[config.mk]
export PLATFORM = sky130hd
export DESIGN_NAME = strm_feed_port
export DESIGN_NICKNAME = d
export VERILOG_FILES = /design/src/rtl/strm_feed_pkg.sv /design/src/rtl/sfp_edge_sync.sv /design/src/rtl/sfp_time_capture.sv /design/src/rtl/sfp_xfer_engine.sv /design/src/rtl/strm_feed_port.sv
export SDC_FILE = /design/constraint.sdc
export NUM_CORES = 1
export LEC_CHECK = 0
export BUFFER_PORTS_ARGS = -buffer_cell sky130_fd_sc_hd__buf_2
export CAP_MARGIN = 20
export CORE_MARGIN = 10
export CORE_UTILIZATION = 42
export CTS_CLUSTER_DIAMETER = 100
export CTS_CLUSTER_SIZE = 16
export DETAILED_ROUTE_END_ITERATION = 16
export MAX_ROUTING_LAYER = met4
export PLACE_DENSITY = 0.73
export SYNTH_ARGS = -nofsm -noshare
export SYNTH_HDL_FRONTEND = slang
export SYNTH_SLANG_ARGS = --single-unit
export TNS_END_PERCENT = 10
[constraint.sdc]
create_clock -name clk -period 1.5 [get_ports clk]
set_input_delay 0.3 -clock clk [delete_from_list [all_inputs] [get_ports clk]]
set_output_delay 0.3 -clock clk [all_outputs]
set_load 0.05 [all_outputs]
[src/rtl/strm_feed_pkg.sv]
package strm_feed_pkg;
    typedef enum logic [1:0] {
        ST_IDLE  = 2'd0,
        ST_SETUP = 2'd1,
        ST_LOW   = 2'd2,
        ST_HIGH  = 2'd3
    } xfer_st_e;

    typedef enum logic {
        CH_VID = 1'b0,
        CH_AUD = 1'b1
    } chan_e;
endpackage

[src/rtl/sfp_edge_sync.sv]
module sfp_edge_sync (
    input  logic clk,
    input  logic rst_n,
    input  logic async_in,
    output logic rise
);
    typedef struct packed {
        logic s1;
        logic s2;
        logic prev;
    } sync_t;

    sync_t r_d, r_q;

    always_comb begin
        r_d      = r_q;
        r_d.s1   = async_in;
        r_d.s2   = r_q.s1;
        r_d.prev = r_q.s2;
    end

    always_ff @(posedge clk or negedge rst_n) begin
        if (!rst_n) r_q <= '0;
        else        r_q <= r_d;
    end

    assign rise = r_q.s2 & ~r_q.prev;

    // a detected edge cannot repeat on the next cycle
    p_single_rise_r8: assert property (@(posedge clk) disable iff (!rst_n)
        rise |=> !rise);
endmodule

[src/rtl/sfp_time_capture.sv]
module sfp_time_capture #(
    parameter int STC_W = 33
) (
    input  logic             clk,
    input  logic             rst_n,
    input  logic             rise_a,
    input  logic             rise_b,
    input  logic [STC_W-1:0] stc_value,
    output logic [STC_W-1:0] capture,
    output logic             cap_stb
);
    typedef struct packed {
        logic [STC_W-1:0] cap;
        logic             stb;
    } cap_t;

    cap_t r_d, r_q;
    logic hit;

    assign hit = rise_a | rise_b;

    always_comb begin
        r_d     = r_q;
        r_d.stb = hit;
        if (hit) r_d.cap = stc_value;
    end

    always_ff @(posedge clk or negedge rst_n) begin
        if (!rst_n) r_q <= '0;
        else        r_q <= r_d;
    end

    assign capture = r_q.cap;
    assign cap_stb = r_q.stb;

    p_edge_captures_r8: assert property (@(posedge clk) disable iff (!rst_n)
        hit |=> (cap_stb && capture == $past(stc_value)));
    p_capture_holds_r8: assert property (@(posedge clk) disable iff (!rst_n)
        !hit |=> $stable(capture));
    // a double edge still gives one pulse
    p_one_pulse_r9: assert property (@(posedge clk) disable iff (!rst_n)
        cap_stb |=> !cap_stb);
endmodule

[src/rtl/sfp_xfer_engine.sv]
module sfp_xfer_engine
    import strm_feed_pkg::*;
#(
    parameter int DATA_W = 8
) (
    input  logic              clk,
    input  logic              rst_n,
    input  logic              vid_req_n,
    input  logic              aud_req_n,
    input  logic              aud_serial_mode,
    input  logic [DATA_W-1:0] vid_fifo_data,
    input  logic              vid_fifo_empty,
    output logic              vid_fifo_pop,
    input  logic [DATA_W-1:0] aud_fifo_data,
    input  logic              aud_fifo_empty,
    output logic              aud_fifo_pop,
    input  logic              ts_pending,
    output logic [DATA_W-1:0] dbus_out,
    output logic              dbus_oe,
    output logic              vid_strb_n,
    output logic              aud_strb_n,
    output logic              aud_ser_out,
    output logic              ts_strb
);
    localparam int CNT_W = (DATA_W > 1) ? $clog2(DATA_W) : 1;
    localparam logic [CNT_W-1:0] LAST_BIT = CNT_W'(DATA_W - 1);

    typedef struct packed {
        xfer_st_e          st;
        chan_e             chan;
        chan_e             last;
        logic              serial;
        logic              ts;
        logic [DATA_W-1:0] dat;
        logic [CNT_W-1:0]  bitn;
    } eng_t;

    eng_t r_d, r_q;
    logic vid_ok, aud_ok, grant;
    chan_e pick;

    always_comb begin
        vid_ok = !vid_req_n && !vid_fifo_empty;
        aud_ok = !aud_req_n && !aud_fifo_empty;
        grant  = (r_q.st == ST_IDLE) && (vid_ok || aud_ok);
        if (vid_ok && aud_ok) pick = (r_q.last == CH_VID) ? CH_AUD : CH_VID;
        else if (vid_ok)      pick = CH_VID;
        else                  pick = CH_AUD;
    end

    always_comb begin
        r_d = r_q;
        vid_fifo_pop = 1'b0;
        aud_fifo_pop = 1'b0;
        unique case (r_q.st)
            ST_IDLE: begin
                if (grant) begin
                    r_d.st     = ST_SETUP;
                    r_d.chan   = pick;
                    r_d.bitn   = '0;
                    r_d.serial = (pick == CH_AUD) && aud_serial_mode;
                    r_d.ts     = (pick == CH_VID) && ts_pending;
                    r_d.dat    = (pick == CH_VID) ? vid_fifo_data : aud_fifo_data;
                    vid_fifo_pop = (pick == CH_VID);
                    aud_fifo_pop = (pick == CH_AUD);
                end
            end
            ST_SETUP: r_d.st = ST_LOW;
            ST_LOW:   r_d.st = ST_HIGH;
            ST_HIGH: begin
                if (r_q.serial && r_q.bitn != LAST_BIT) begin
                    r_d.st   = ST_SETUP;
                    r_d.bitn = r_q.bitn + 1'b1;
                    r_d.dat  = {r_q.dat[DATA_W-2:0], 1'b0};
                end else begin
                    r_d.st     = ST_IDLE;
                    r_d.ts     = 1'b0;
                    r_d.serial = 1'b0;
                    r_d.last   = r_q.chan;
                end
            end
            default: r_d.st = ST_IDLE;
        endcase
    end

    always_ff @(posedge clk or negedge rst_n) begin
        if (!rst_n) begin
            r_q      <= '0;
            r_q.st   <= ST_IDLE;
            r_q.last <= CH_AUD;
        end else begin
            r_q <= r_d;
        end
    end

    logic busy;
    assign busy        = (r_q.st != ST_IDLE);
    assign dbus_oe     = busy && !r_q.serial;
    assign dbus_out    = dbus_oe ? r_q.dat : '0;
    assign aud_ser_out = busy && r_q.serial && r_q.dat[DATA_W-1];
    assign vid_strb_n  = !((r_q.st == ST_LOW) && (r_q.chan == CH_VID));
    assign aud_strb_n  = !((r_q.st == ST_LOW) && (r_q.chan == CH_AUD));
    assign ts_strb     = r_q.ts;

    // pops only from a non-empty, requesting channel
    p_vid_pop_ok_r1: assert property (@(posedge clk) disable iff (!rst_n)
        vid_fifo_pop |-> (!vid_fifo_empty && !vid_req_n));
    p_aud_pop_ok_r1: assert property (@(posedge clk) disable iff (!rst_n)
        aud_fifo_pop |-> (!aud_fifo_empty && !aud_req_n));
    p_pop_excl_r1: assert property (@(posedge clk) disable iff (!rst_n)
        !(vid_fifo_pop && aud_fifo_pop));
    // one-clock pulses with data held over the rising edge
    p_vstrb_width_r2: assert property (@(posedge clk) disable iff (!rst_n)
        !vid_strb_n |=> vid_strb_n);
    p_vstrb_gap_r2: assert property (@(posedge clk) disable iff (!rst_n)
        $rose(vid_strb_n) |=> vid_strb_n);
    p_vdata_hold_r2: assert property (@(posedge clk) disable iff (!rst_n)
        !vid_strb_n |=> ($stable(dbus_out) && dbus_oe));
    p_strb_excl_r2: assert property (@(posedge clk) disable iff (!rst_n)
        vid_strb_n || aud_strb_n);
    // no bus drive while a strobe is high and no transfer runs
    p_bus_quiet_r3: assert property (@(posedge clk) disable iff (!rst_n)
        !dbus_oe |-> (dbus_out == '0));
    // serial bit held over the audio strobe rising edge
    p_abit_hold_r5: assert property (@(posedge clk) disable iff (!rst_n)
        (!aud_strb_n && !dbus_oe) |=> $stable(aud_ser_out));
    p_astrb_width_r5: assert property (@(posedge clk) disable iff (!rst_n)
        !aud_strb_n |=> aud_strb_n);
    // timestamp marker never accompanies audio
    p_ts_video_r7: assert property (@(posedge clk) disable iff (!rst_n)
        ts_strb |-> (aud_strb_n && dbus_oe));
endmodule

[src/rtl/strm_feed_port.sv]
module strm_feed_port #(
    parameter int DATA_W = 8,
    parameter int STC_W  = 33
) (
    input  logic              clk,
    input  logic              rst_n,
    input  logic              vid_req_n,
    input  logic              aud_req_n,
    input  logic              aud_serial_mode,
    input  logic [DATA_W-1:0] vid_fifo_data,
    input  logic              vid_fifo_empty,
    output logic              vid_fifo_pop,
    input  logic [DATA_W-1:0] aud_fifo_data,
    input  logic              aud_fifo_empty,
    output logic              aud_fifo_pop,
    input  logic              ts_pending,
    input  logic              frame_start0,
    input  logic              frame_start1,
    input  logic [STC_W-1:0]  stc_value,
    output logic [DATA_W-1:0] dbus_out,
    output logic              dbus_oe,
    output logic              vid_strb_n,
    output logic              aud_strb_n,
    output logic              aud_ser_out,
    output logic              ts_strb,
    output logic [STC_W-1:0]  stc_capture,
    output logic              stc_cap_stb
);
    localparam int N_FRAME = 2;

    logic [N_FRAME-1:0] frame_in;
    logic [N_FRAME-1:0] frame_rise;

    assign frame_in = {frame_start1, frame_start0};

    for (genvar g = 0; g < N_FRAME; g++) begin : g_fsync
        sfp_edge_sync u_sync (
            .clk      (clk),
            .rst_n    (rst_n),
            .async_in (frame_in[g]),
            .rise     (frame_rise[g])
        );
    end

    sfp_time_capture #(.STC_W(STC_W)) u_cap (
        .clk       (clk),
        .rst_n     (rst_n),
        .rise_a    (frame_rise[0]),
        .rise_b    (frame_rise[1]),
        .stc_value (stc_value),
        .capture   (stc_capture),
        .cap_stb   (stc_cap_stb)
    );

    sfp_xfer_engine #(.DATA_W(DATA_W)) u_eng (
        .clk             (clk),
        .rst_n           (rst_n),
        .vid_req_n       (vid_req_n),
        .aud_req_n       (aud_req_n),
        .aud_serial_mode (aud_serial_mode),
        .vid_fifo_data   (vid_fifo_data),
        .vid_fifo_empty  (vid_fifo_empty),
        .vid_fifo_pop    (vid_fifo_pop),
        .aud_fifo_data   (aud_fifo_data),
        .aud_fifo_empty  (aud_fifo_empty),
        .aud_fifo_pop    (aud_fifo_pop),
        .ts_pending      (ts_pending),
        .dbus_out        (dbus_out),
        .dbus_oe         (dbus_oe),
        .vid_strb_n      (vid_strb_n),
        .aud_strb_n      (aud_strb_n),
        .aud_ser_out     (aud_ser_out),
        .ts_strb         (ts_strb)
    );
endmodule

==> impl_metrics.toml, run 1 <==
[cells_and_area]
utilization_pct = 65.17
area_delta_synth_final_pct = 48.12
drive_gt1_share_pct = 66.46
n_antenna_cell = 0
instances_no_fill = 397
nNetsFinal = 388
final_cell_area_um2 = 3655

[flow_run]
maxCapViolations = 0

[clock_tree]
clk_pin_slew_worst_paths_ns = 0.06
cts_made_buffers = 9
clock-sinks = 57
cts_root_buffer = "clkbuf_8"
cts_tree = "yes"
clk_latency_ns = 0.32
h-tree-depth = 3
cts.path.max_buffers = 2

[critical_path]
crit_fanout = 5
crit_arrival_ns = 1.44
end_kind = "output port"
rr_startpoint = "u_eng.r_q[0]"
ff2ff_setup_slack_ns = -0.09
critPathKind = "reg -> out"
start_kind = "register"
worstPathRequired_ns = 1.20
ff2ff_path_depth = 5
r2r-end = "u_eng.r_q[0]"

[synth]
synth_warnings = 0
synth_area_um2 = 2467
synth_flop_cell = "dfrtp_1"
ys_top_cells_by_count = "56 x dfrtp_1, 36 x mux2_2, 14 x nor2_1"
synth_area_leaders = "dfrtp_1 57%, mux2_2 16%, ha_1 2.5%"
synth.distinct_cells = 32
seq_area_frac_synth_pct = 57.86
synth_top_cell_area_share_pct = 56.80
ys_seq_elements = 57
avgSynthCellArea_um2 = 12.92
yosysMostFrequentCell = "dfrtp_1"
syn_inst = 191
yosys.area.top_type = "dfrtp_1"
async_flop_share_pct = 100.0
synth_edf_count = 0
synth_fp_nets = 255

[timing]
min_period_over_period_pct = 116.1
rsz0062_at_grt = "true"
fin_skew_ns = 0.006801
relSlewSlack_pct = 66.04
fin_ws_ns = -0.2408
hold_violations = 0
fmax_ghz = 0.5744
tightest_slew_ns = 0.5070
min_period_ns = 1.741
setup_viol_count_final = 26
slew_violations = 0

[status]
status = "complete, but fails checks"
violations = "negative setup slack"

[pwr]
ir_worst_vdd_mv = 1.420
p_leak_nw = 1.771
p_total_w = 0.007332
power.density_nw_per_um2 = 2006

[grt]
antenna_found_initial = 0
grt_util_all_layers_pct = 13.76
grt_pass1_wl_um = 10340
grt_max_degree = 58
grt_pass1_vias = 2156
overflow = 0

[floorplan]
core.rowCount = 27
dieArea_um2 = 9340
core_um2 = 5608
pin_count = 108
fp.dieW_um = 96.65
fp.dieH_um = 96.65
initial_utilization_pct = 44.00

[routing]
drcViolationCount = 0
drtAntennaViolNets = 0
vias = 1949
totalWireLength_um = 6420
routedWlPerCell_um = 16.17
drtIter0Drc = 105
firstDrtPassIters = 5
via_per_inst = 4.909

[placed_design]
dp_hpwl_um = 4692
io_buffers = 107
place_congestion = 0.8000
placedCellCount = 381
placed_area_um2 = 3278

[hold_path]
hold_start = "frame_start1"
hold_path.class = "in -> reg"
hold_depth = 1
whs_endpoint = "g_fsync[1].u_sync.r_d[1]"
==> per-stage QoR <==
| stage | TNS, ns | hold slack, ns | worst slack, ns |
|---|---|---|---|
| 6_report | -3.144 | 0.08050 | -0.2408 |
| 3_3_place_gp | -2.309 | 0.3203 | -0.1576 |
| 3_5_place_dp | -2.812 | 0.3216 | -0.1860 |
| 5_1_grt | -5.146 | 0.06195 | -0.3045 |
| 4_1_cts | -3.409 | 0.06237 | -0.2777 |
| 2_1_floorplan | -1.661 | 0.004409 | -0.1249 |
==> how the worst max path moves through the flow <==
stage                   start           end  slack (ns)  depth (start not counted)
4_1_cts         u_eng.r_q[15]   dbus_out[5]       -0.28                          5
3_5_place_dp     u_eng.r_q[0]  u_eng.r_q[0]       -0.19                          5
6_report        u_eng.r_q[15]   dbus_out[1]       -0.24                          5
2_1_floorplan    u_eng.r_q[0]  u_eng.r_q[1]       -0.12                          6
5_1_grt         u_eng.r_q[16]   dbus_out[5]       -0.30                          5
3_3_place_gp   aud_fifo_empty  u_eng.r_q[7]       -0.16                          6
==> per-layer routing <==
metal | part of all wire (%) | vias to the layer above | routed length [um] | GRT usage, %
met5 | 0 | - | 0 | -
met2 | 50 | 84 | 3198 | 21.73
met3 | 7.2 | 7 | 465 | 4.897
li1 | - | 940 | - | -
met4 | 1.3 | 0 | 83 | 5.862
met1 | 42 | 918 | 2672 | 15.45
==> cell families after synthesis <==
group,after synthesis,synth area share [%]
AO/OA/AOI/OAI,36,11.21
adder cells (fa/ha/maj),5,2.535
buffers and inverters,13,3.194
flip-flops,57,57.86
multiplexers,37,16.84
AND/OR/NAND/NOR,43,8.368
==> report_power, final <==
group	internal [W]	leakage (nW)	total [W]	switching (W)
sequential	0.00190	0.679	0.00214	0.000239
combinational	0.00168	1.01	0.00402	0.00234
clock	0.000648	0.0830	0.00117	0.000525
==> placed cells by master, fill, tap and decap left out, types with 2 or more instances in the layout <==
master,count
a31o_2,7
mux2_2,36
buf_4,19
clkbuf_8,11
nand2_1,12
nor2_1,11
buf_12,3
nor2_4,4
buf_8,11
a22o_2,2
clkinv_2,2
o31ai_1,7
a21oi_1,9
inv_2,2
and2_4,8
dfrtp_1,56
ha_4,3
o21ai_0,3
buf_2,93
inv_1,3
==> worst max-delay path, stage by stage (launching register included) <==
cell     delay, ns
dfrtp_1       0.36
inv_2         0.06
ha_4          0.20
nor2_4        0.17
and2_4        0.18
buf_8         0.14
==> flip-flops by register name (all words and copies together) (netlist names) <==
name                flops
g_fsync.u_sync.r_q      2
u_eng.r_q              16
u_cap.cap_stb           1
g_fsync.u_sync.r_d      4
u_eng.ts_strb           1
u_cap.capture          33
==> what timing repair did <==
action,CTS,global route
cloned,1,0
resized for setup,44,8
setup buffers,1,1
hold buffers,1,0
setup endpoints to repair,27,28
pin swaps,17,11
hold endpoints to repair,56,0
==> final cells by class <==
class                      instances  area (um^2)
clock buffer                      11        151.4
clock inverter                     1        5.005
fill                             449         1953
inverter                           6        23.77
multi-input combinational        122         1102
sequential                        57         1428
tap                               72        90.09
timing repair buffer             128        854.6
(Power assumes the default switching activity.)
==> inputs of run 2 (changes only) <==
Settings changed: SKIP_CTS_REPAIR_TIMING set to 1.
==> run 2 against run 1 <==
Net effect:
- the run still ends with negative setup slack left
- non-clock buffer count fell by 1
- critical path depth unchanged
- largest power group unchanged
- worst hold slack improved by 0.0016 ns
- via count fell by 0.82%
- critical endpoint is now dbus_out[0]
- largest cell class unchanged
- die area unchanged
- maximum frequency down 2.8%
==> impl_metrics.toml, run 2 (synthesis results as in run 1) <==
[routing]
vias = 1933
drtAntennaViolNets = 0
routedWlPerCell_um = 15.67
drcViolationCount = 0
totalWireLength_um = 6205
drtIter0Drc = 97
firstDrtPassIters = 4
via_per_inst = 4.881

[hold_path]
hold_path.class = "in -> reg"
hold_depth = 1
whs_endpoint = "g_fsync[1].u_sync.r_d[1]"
hold_start = "frame_start1"

[timing]
hold_violations = 0
fin_skew_ns = 0.006599
fmax_ghz = 0.5584
min_period_over_period_pct = 119.4
setup_viol_count_final = 26
tightest_slew_ns = 0.4912
relSlewSlack_pct = 67.10
rsz0062_at_grt = "true"
hold_slack_ns = 0.08210
slew_violations = 0
fin_ws_ns = -0.2907
min_period_ns = 1.791

[clock_tree]
cts_root_buffer = "clkbuf_8"
cts_made_buffers = 9
cts_tree = "yes"
cts.path.max_buffers = 2
clk_latency_ns = 0.32
h-tree-depth = 3
clock-sinks = 57
clk_pin_slew_worst_paths_ns = 0.06

[cells_and_area]
drive_gt1_share_pct = 65.43
n_antenna_cell = 0
final_cell_mix = "93 x buf_2, 56 x dfrtp_1, 36 x mux2_2"
multi_input_area_um2 = 1065
final_cell_area_um2 = 3597
instances_no_fill = 396
nNetsFinal = 387
largest_reg_flops = 33
fillers = 452
area_delta_synth_final_pct = 45.79
final_common_cell = "buf_2"
register_area_um2 = 1428

[critical_path]
ff2ff_setup_slack_ns = -0.09
max_stage_delay_ns = 0.40
ff2ff_path_depth = 6
rr_startpoint = "u_eng.r_q[15]"
r2r-end = "u_eng.r_q[0]"
critPathKind = "reg -> out"
start_kind = "register"
worst_path_max_delay_cell = "dfrtp_1"
end_kind = "output port"
critical_path.top_delay_family = "flip-flops"
crit_arrival_ns = 1.49
path_cells = "inv_2 > ha_4 > nor2_4 > and2_4 > buf_8"
worstPathRequired_ns = 1.20
crit_fanout = 5
crit_buf_inv = 2

[status]
status = "complete, but fails checks"
violations = "negative setup slack"

[placed_design]
dp_hpwl_um = 4692
place_congestion = 0.8000
placedCellCount = 381
io_buffers = 107
placed_area_um2 = 3278

[grt]
overflow = 0
grt_util_all_layers_pct = 13.31
grt_pass1_wl_um = 10010
grt_pass1_vias = 2104
antenna_found_initial = 0
grt_max_degree = 58

[pwr]
p_leak_nw = 1.756
ir_worst_vdd_mv = 1.374
power.density_nw_per_um2 = 1992

[floorplan]
fp.dieH_um = 96.65
initial_utilization_pct = 44.00
dieArea_um2 = 9340
core_um2 = 5608
core.rowCount = 27
pin_count = 108
fp.dieW_um = 96.65

[flow_run]
maxCapViolations = 0
==> run 2: cell type report <==
class | count | area share [%]
flip-flops and latches | 57 | 39.69
multi-input cells | 122 | 29.60
clock inverters | 1 | 0.1391
repair buffers | 127 | 23.23
well taps | 72 | 2.504
clock buffers | 11 | 4.209
inverters | 6 | 0.6261
==> run 2: power breakdown <==
group	leakage [nW]	internal (W)	switching (W)	total, W
sequential	0.679	0.00190	0.000235	0.00213
clock	0.0830	0.000648	0.000522	0.00117
combinational	0.994	0.00160	0.00226	0.00386
==> run 2: worst max path at each step <==
stage	cells past startpoint	endpoint	start
4_1_cts	5	dbus_out[6]	u_eng.r_q[15]
6_report	5	dbus_out[0]	u_eng.r_q[15]
5_1_grt	5	dbus_out[0]	u_eng.r_q[15]
3_5_place_dp	5	u_eng.r_q[0]	u_eng.r_q[0]
2_1_floorplan	6	u_eng.r_q[1]	u_eng.r_q[0]
3_3_place_gp	6	u_eng.r_q[7]	aud_fifo_empty
==> run 2: through the flow <==
step	util, %	worst slack (ns)	power [W]	setup TNS [ns]
floorplan	-	-0.1249	0.004678	-1.661
finish	64.15	-0.2907	0.007166	-3.849
CTS	61.25	-0.4706	0.006840	-7.471
global route	64.15	-0.3662	0.007644	-6.128
detailed placement	58.46	-0.1860	0.005625	-2.812
global placement	58.46	-0.1576	0.005581	-2.309
==> run 2: layer usage <==
metal | part of all wire, % | GRT usage [%] | vias to the layer above | routed length [um]
li1 | - | - | 935 | -
met1 | 42 | 15.23 | 914 | 2625
met2 | 49 | 20.60 | 74 | 3046
met3 | 7.5 | 4.968 | 10 | 468
met4 | 1.0 | 5.411 | 0 | 65
met5 | 0 | - | - | 0
==> run 2: worst reg2reg max path: stages (launching register included) <==
cell	delay, ns
dfrtp_1	0.40
inv_2	0.07
ha_4	0.20
o221ai_1	0.10
buf_4	0.20
o211ai_4	0.19
mux2_2	0.32
